===== src/rtl/iar_pkg.sv =====
package iar_pkg;
  typedef enum logic [0:0] {
    ST_IDLE = 1'b0,
    ST_WAIT = 1'b1
  } iar_state_e;
endpackage


===== src/rtl/iar_word_decode.sv =====
module iar_word_decode #(
  parameter int N = 16
) (
  input  logic [N-1:0] word_i,
  output logic         is_ptr_o,
  output logic [N-2:0] next_addr_o
);
  always_comb begin
    is_ptr_o    = word_i[N-1];
    next_addr_o = word_i[N-2:0];
  end
endmodule


===== src/rtl/iar_depth_counter.sv =====
module iar_depth_counter #(
  parameter int MAX_DEPTH = 8,
  localparam int DW = $clog2(MAX_DEPTH + 1)
) (
  input  logic clk,
  input  logic rst,
  input  logic load_i,
  input  logic step_i,
  output logic at_limit_o
);
  localparam logic [DW-1:0] LIMIT = DW'(MAX_DEPTH);
  localparam logic [DW-1:0] ONE   = DW'(1);

  logic [DW-1:0] level_q;

  always_ff @(posedge clk) begin
    if (rst) begin
      level_q <= '0;
    end else if (load_i) begin
      level_q <= ONE;
    end else if (step_i) begin
      level_q <= level_q + ONE;
    end
  end

  always_comb at_limit_o = (level_q == LIMIT);

  // the read count never goes past the depth limit
  assert_depth_bounded_R5: assert property (@(posedge clk) disable iff (rst)
    step_i |-> !at_limit_o);
endmodule


===== src/rtl/indirect_resolver.sv =====
module indirect_resolver
  import iar_pkg::*;
#(
  parameter int K         = 6,
  parameter int N         = 16,
  parameter int MAX_DEPTH = 8
) (
  input  logic         clk,
  input  logic         rst,
  input  logic         start_i,
  input  logic [K-1:0] field_i,
  output logic         mem_req_o,
  output logic [N-2:0] mem_addr_o,
  input  logic         mem_rvalid_i,
  input  logic [N-1:0] mem_rdata_i,
  output logic         busy_o,
  output logic         done_o,
  output logic         err_o,
  output logic [N-2:0] ea_o
);
  localparam int AW  = N - 1;
  localparam int PAD = AW - K;

  iar_state_e    state_q;
  logic          req_q, done_q, err_q;
  logic [AW-1:0] addr_q, ea_q;
  logic          is_ptr, at_limit, accept, step;
  logic [AW-1:0] next_addr, field_ext;

  always_comb begin
    field_ext = {{PAD{1'b0}}, field_i};
    accept    = (state_q == ST_IDLE) && start_i;
    step      = (state_q == ST_WAIT) && mem_rvalid_i && is_ptr && !at_limit;
  end

  iar_word_decode #(.N(N)) u_decode (
    .word_i      (mem_rdata_i),
    .is_ptr_o    (is_ptr),
    .next_addr_o (next_addr)
  );

  iar_depth_counter #(.MAX_DEPTH(MAX_DEPTH)) u_depth (
    .clk        (clk),
    .rst        (rst),
    .load_i     (accept),
    .step_i     (step),
    .at_limit_o (at_limit)
  );

  always_ff @(posedge clk) begin
    if (rst) begin
      state_q <= ST_IDLE;
      req_q   <= 1'b0;
      done_q  <= 1'b0;
      err_q   <= 1'b0;
      addr_q  <= '0;
      ea_q    <= '0;
    end else begin
      req_q  <= 1'b0;
      done_q <= 1'b0;
      err_q  <= 1'b0;
      case (state_q)
        ST_IDLE: begin
          if (start_i) begin
            state_q <= ST_WAIT;
            req_q   <= 1'b1;
            addr_q  <= field_ext;
          end
        end
        ST_WAIT: begin
          if (mem_rvalid_i) begin
            if (!is_ptr) begin
              done_q  <= 1'b1;
              ea_q    <= addr_q;
              state_q <= ST_IDLE;
            end else if (at_limit) begin
              done_q  <= 1'b1;
              err_q   <= 1'b1;
              ea_q    <= addr_q;
              state_q <= ST_IDLE;
            end else begin
              addr_q <= next_addr;
              req_q  <= 1'b1;
            end
          end
        end
        default: state_q <= ST_IDLE;
      endcase
    end
  end

  always_comb begin
    mem_req_o  = req_q;
    mem_addr_o = addr_q;
    busy_o     = (state_q != ST_IDLE);
    done_o     = done_q;
    err_o      = err_q;
    ea_o       = ea_q;
  end

  assert_first_fetch_R2: assert property (@(posedge clk) disable iff (rst)
    (!busy_o && start_i) |=> (mem_req_o && mem_addr_o == {{PAD{1'b0}}, $past(field_i)}));

  assert_follow_pointer_R3: assert property (@(posedge clk) disable iff (rst)
    (busy_o && mem_rvalid_i && mem_rdata_i[N-1] && !at_limit)
      |=> (mem_req_o && mem_addr_o == $past(mem_rdata_i[N-2:0])));

  assert_err_with_done_R5: assert property (@(posedge clk) disable iff (rst)
    err_o |-> done_o);

  assert_req_pulse_R6: assert property (@(posedge clk) disable iff (rst)
    mem_req_o |=> !mem_req_o);

  assert_no_req_while_waiting_R6: assert property (@(posedge clk) disable iff (rst)
    (busy_o && !mem_rvalid_i && !mem_req_o) |=> !mem_req_o);

  assert_busy_start_ignored_R7: assert property (@(posedge clk) disable iff (rst)
    (busy_o && start_i && !mem_rvalid_i) |=> $stable(mem_addr_o));

  assert_done_idle_R8: assert property (@(posedge clk) disable iff (rst)
    done_o |-> !busy_o);

  assert_done_pulse_R8: assert property (@(posedge clk) disable iff (rst)
    done_o |=> !done_o);

  assert_ea_hold_R9: assert property (@(posedge clk) disable iff (rst)
    !done_o |-> $stable(ea_o));
endmodule


===== config.mk =====
export PLATFORM = sky130hd
export DESIGN_NAME = indirect_resolver
export DESIGN_NICKNAME = d
export VERILOG_FILES = /design/src/rtl/iar_pkg.sv /design/src/rtl/iar_word_decode.sv /design/src/rtl/iar_depth_counter.sv /design/src/rtl/indirect_resolver.sv
export SDC_FILE = /design/constraint.sdc
export NUM_CORES = 1
export LEC_CHECK = 0
export BUFFER_PORTS_ARGS = -buffer_cell sky130_fd_sc_hd__buf_4
export CAP_MARGIN = 20
export CORE_UTILIZATION = 40
export CTS_CLUSTER_SIZE = 20
export DETAILED_ROUTE_END_ITERATION = 10
export GPL_ROUTABILITY_DRIVEN = 0
export PLACE_DENSITY_LB_ADDON = 0.2
export SLEW_MARGIN = 25
export SYNTH_ARGS = -nofsm -noshare
export SYNTH_HDL_FRONTEND = slang
export SYNTH_SLANG_ARGS = --single-unit

===== constraint.sdc =====
create_clock -name clk -period 2 [get_ports clk]
set_input_delay 0.5 -clock clk [delete_from_list [all_inputs] [get_ports clk]]
set_output_delay 0.5 -clock clk [all_outputs]
set_load 0.05 [all_outputs]

* Word level (Yosys, flattened, before mapping)
Cells that the tools add are included.
** Operators by class
- Add/subtract/negate cells :: 1
- Equal/unequal tests :: 6
- Muxes and demuxes :: 18
- Bitwise operators :: 3
- Reductions and logical operators :: 11
** Operators by type and width (number)
- $mux 15 :: 6
- $pmux 15 s2 :: 1
- $mux 1 :: 9
- $ne 2x2->1 const B :: 4
- $add 4x1->4 const B :: 1
- $eq 4x4->1 const B :: 1
- $logic_and 1x1->1 :: 4
- $pmux 1 s2 :: 2
- $reduce_and 4->1 :: 1
- $reduce_or 4->1 :: 1
- $not 1->1 :: 3
- $reduce_and 3->1 :: 1
- $reduce_or 3->1 :: 1
- $ne 2x1->1 const B :: 1
- $reduce_bool 2->1 :: 1
- $reduce_or 2->1 :: 1
- $logic_not 1->1 :: 1
** Storage, ports and cells
- Register bits :: 38
- Bits of input ports :: 26
- Output and inout port bits :: 34
- Word-level logic and storage cells :: 47

* Depth between registers and ports, before layout
- Depth in word-level cells :: 5
- Gate-level depth with buffers :: 7
- Mapped depth without buffers :: 5

* By module
A second synthesis with hierarchy kept.
** Unflattened totals
- Cell total of the unflattened synthesis :: 133
- Area total of the unflattened synthesis :: 1556.5 um2
** Modules (own cells, without submodules)
- indirect_resolver :: times used 1, cells each 96, area an instance 1227.4 um2, seq. area each 680.7 um2
- iar_depth_counter :: times used 1, cells each 21, area an instance 209.0 um2, seq. area each 80.1 um2
- iar_word_decode :: times used 1, cells each 16, area an instance 120.1 um2, seq. area each 0.0 um2

* Least setup slack after synthesis
OpenSTA, ideal clock, no wires.
- Path kind :: flip-flop to flip-flop
- Start point :: register state_q (netlist: busy_o)
- End point :: register ea_q[10] (netlist: ea_o[10])
- Library setup time :: 72 ps
- Arrival time :: 1695 ps
- Path slack :: 233 ps
- Stages on the path, launching flop included :: 6
- Path buffers :: 2
- Cell sequence :: dfxtp_1 buf_4 nand2_1 a21oi_2 buf_4 mux2i_1
** On the way
- Longest elaborated chain between the ends :: 1
** Ends and longest elaborated chain
- start, declared :: line indirect_resolver.sv:24 : iar_state_e state_q;
- start signal, assigned :: line indirect_resolver.sv:52 : state_q <= ST_IDLE;
- start signal, assigned :: line indirect_resolver.sv:65 : state_q <= ST_WAIT;
- start signal, assigned :: line indirect_resolver.sv:75 : state_q <= ST_IDLE;
- $reduce_and 3->1 (no line)
- end signal, assigned :: line indirect_resolver.sv:74 : ea_q <= addr_q;
- end signal, assigned :: line indirect_resolver.sv:79 : ea_q <= addr_q;
- end, declared :: line indirect_resolver.sv:26 : logic [AW-1:0] addr_q, ea_q;
No other way between the ends.
A chain may end at the register's enable or synchronous reset.

* Worst setup path in the final report
- Start point :: register u_depth.level_q[0]
- End point :: register addr_q[2] (netlist: mem_addr_o[2])
** On the way
- Longest elaborated chain between the ends :: 3
** Ends and longest elaborated chain
- start, declared :: line iar_depth_counter.sv:14 : logic [DW-1:0] level_q;
- start signal, assigned :: line iar_depth_counter.sv:22 : level_q <= level_q + ONE;
- $eq 4x4->1 :: line iar_depth_counter.sv:26 : always_comb at_limit_o = (level_q == LIMIT);
- $ne 2x2->1 (no line)
- $reduce_and 4->1 (no line)
- end signal, assigned :: line indirect_resolver.sv:67 : addr_q <= field_ext;
- end signal, assigned :: line indirect_resolver.sv:82 : addr_q <= next_addr;
- end, declared :: line indirect_resolver.sv:26
No other way between the ends.

==> results.json <==
{
  "status": "finished, final reports clean",
  "skew_ps": 3.29,
  "final_cell_mix": "buf_4 (68), dfxtp_1 (38), nand2b_1 (31), mux2i_1 (21), a211oi_1 (17)",
  "hold_class": "input port to flop",
  "crit_type": "flop to flop",
  "cts_root_buffer": "clkbuf_8",
  "worst_pin_slew_ps": 492,
  "first_pass_iters": 4,
  "dp_hpwl_um": 2820,
  "die_area_um2": 4500,
  "netlist_area_um2": 1690,
  "r2r_cells": 6,
  "drive_gt1_frac": 0.325,
  "area.sequential_um2": 761,
  "syn_inst": 177,
  "fin_crit_ps": 1740,
  "track_usage": 0.189,
  "multi_input_area_um2": 847,
  "synth_seq_cells": 38,
  "clk_pin_slew_ps": 80,
  "drc": 0,
  "power.density_nw_per_um2": 709,
  "hold_buffers": 0,
  "max-cap-violations": 0,
  "rsz0062_at_grt": "no",
  "placed_cells": 279,
  "finalInstanceArea_um2": 2290,
  "cts_tree": "built",
  "io-pin-count": 60,
  "numCtsBuffers": 5,
  "worst-endpoint-required_ps": 2150,
  "grt_pass1_wl_um": 6220,
  "row_count": 23,
  "worstPathCellList": "inv_1 > ha_1 > and3b_1 > buf_4 > o21ai_1 > a211oi_1",
  "post_cts_resized": 0,
  "hold_violations": 0,
  "dpl_cell_area_um2": 2190,
  "wire_per_inst_um": 13.9,
  "drtIter0Drc": 79,
  "yosysSeqAreaShare": 0.449,
  "areaGrowthSynthToFinish_pct": 35.1,
  "ys_warn_count": 0,
  "cpPeakStageDelay_ps": 420,
  "clk_latency_ps": 290,
  "slowest_stage": "o21ai_1",
  "instances_no_fill": 287,
  "syn_nets": 205,
  "grt_max_degree": 54,
  "cp_max_fo": 13,
  "hold_end": "done_o",
  "post_cts_buffers": 0,
  "htreeDepth": 2,
  "r2r-end": "mem_addr_o[2]",
  "port_buffers": 59,
  "p_leak_nw": 0.908,
  "yosysUniqueCellTypes": 28,
  "coreArea_um2": 4030,
  "crit_start": "u_depth.level_q[0]",
  "worst_setup_path_start_kind": "flop",
  "cts.sinks": 38,
  "power_mw": 1.62,
  "ant_nets": 0,
  "rrSetupSlack_ps": 260,
  "mostFrequentLayoutCell": "buf_4",
  "drt-total-wl_um": 3980,
  "diodes": 0,
  "drv_slew": 0,
  "arrival_ps": 1890,
  "fillerInstances": 384,
  "tns_ps": 0,
  "relSlewSlack": 0.670,
  "r2r_start": "u_depth.level_q[0]",
  "die_x_um": 67.1,
  "setup_viol": 0,
  "num-nets-final": 264,
  "grt_overflow_total": 0,
  "ir_drop_uv": 600,
  "vias_per_cell": 5.06,
  "antenna_found_initial": 0,
  "endpoint_kind": "flop",
  "vias": 1451,
  "fmax_mhz": 574,
  "die_h_um": 67.1,
  "worstHoldPathCells": 2,
  "syn_avg_cell_area_um2": 9.56,
  "hp-start": "mem_rdata_i[15]",
  "clockBufferDepth": 2,
  "initial_utilization": 0.420,
  "grt_pass1_vias": 1330,
  "layout_worst_path_cycle_share": 0.871
}
[worst max-delay path: cells and delay by family, from the launching register on]
kind                       cells  cell delay [ps]
AOI/OAI and AO/OA              2              560
adders and majority gates      1              210
buffers and inverters          2              270
DFF                            1              360
and+or+nand+nor                1              200
[final cells by class]
cell class / instances / share of cell area
inverter: 3 / 0.00492
timing repair buffer: 68 / 0.223
tap: 50 / 0.0274
multi-input combinational: 120 / 0.370
clock inverter: 2 / 0.00547
sequential: 38 / 0.333
clock buffer: 6 / 0.0361
[metal layers]
metal | wire, um | track usage | vias to the layer above
met2 | 1850 | 0.279 | 29
met3 | 183 | 0.0548 | 9
li1 | - | - | 747
met4 | 77 | 0.0878 | 0
met5 | 0 | 0 | -
met1 | 1870 | 0.248 | 666
[kinds of logic after synthesis]
kind of cell	count (synthesis)	share of synthesized area
mux	21	0.124
flops	38	0.449
simple gates	55	0.194
buf+inv	19	0.0503
compound gates	42	0.168
fa+ha+maj	2	0.0148
[synth_stat cells, drive strengths merged]
cell | n | share of area
inv | 3 | 0.0067
nand2 | 1 | 0.0022
nand3 | 12 | 0.035
o211ai | 9 | 0.040
and3b | 1 | 0.0052
mux2i | 21 | 0.12
nor2 | 2 | 0.0044
nand2b | 31 | 0.11
a211oi | 17 | 0.075
and3 | 1 | 0.0037
nor4b | 1 | 0.0052
nor3 | 2 | 0.0059
ha | 2 | 0.015
o31ai | 1 | 0.0044
a21oi | 11 | 0.035
clkbuf | 9 | 0.021
a21o | 1 | 0.0044
nor2b | 1 | 0.0037
nand3b | 1 | 0.0044
dfxtp | 38 | 0.45
buf | 7 | 0.023
or4 | 2 | 0.0089
o21ai | 3 | 0.0089
[state kept, by name, summed over array words and instances (netlist names)]
signal / count
done_o: 1
mem_addr_o: 15
busy_o: 1
ea_o: 15
err_o: 1
u_depth.level_q: 4
mem_req_o: 1
[power by group]
group          switching (mW)  internal, mW
registers              0.0199         0.780
logic                   0.157         0.108
clock network           0.279         0.277
[through the flow]
step                 util  setup WS (ps)  hold WS [ps]
finish              0.568            259           440
global route        0.568            127           433
CTS                 0.568            276           431
detailed placement  0.544            307           464
global placement    0.544            370           464
floorplan               -            233           470
[worst max-delay path by stage]
stage                          endpoint  depth (start not counted)
final                     mem_addr_o[2]                          6
after global routing            ea_o[9]                          6
after CTS                 mem_addr_o[2]                          6
after detailed placement  mem_addr_o[2]                          6
after global placement    mem_addr_o[2]                          6
after floorplan                ea_o[10]                          5
Power figures use the tool's default switching activity.
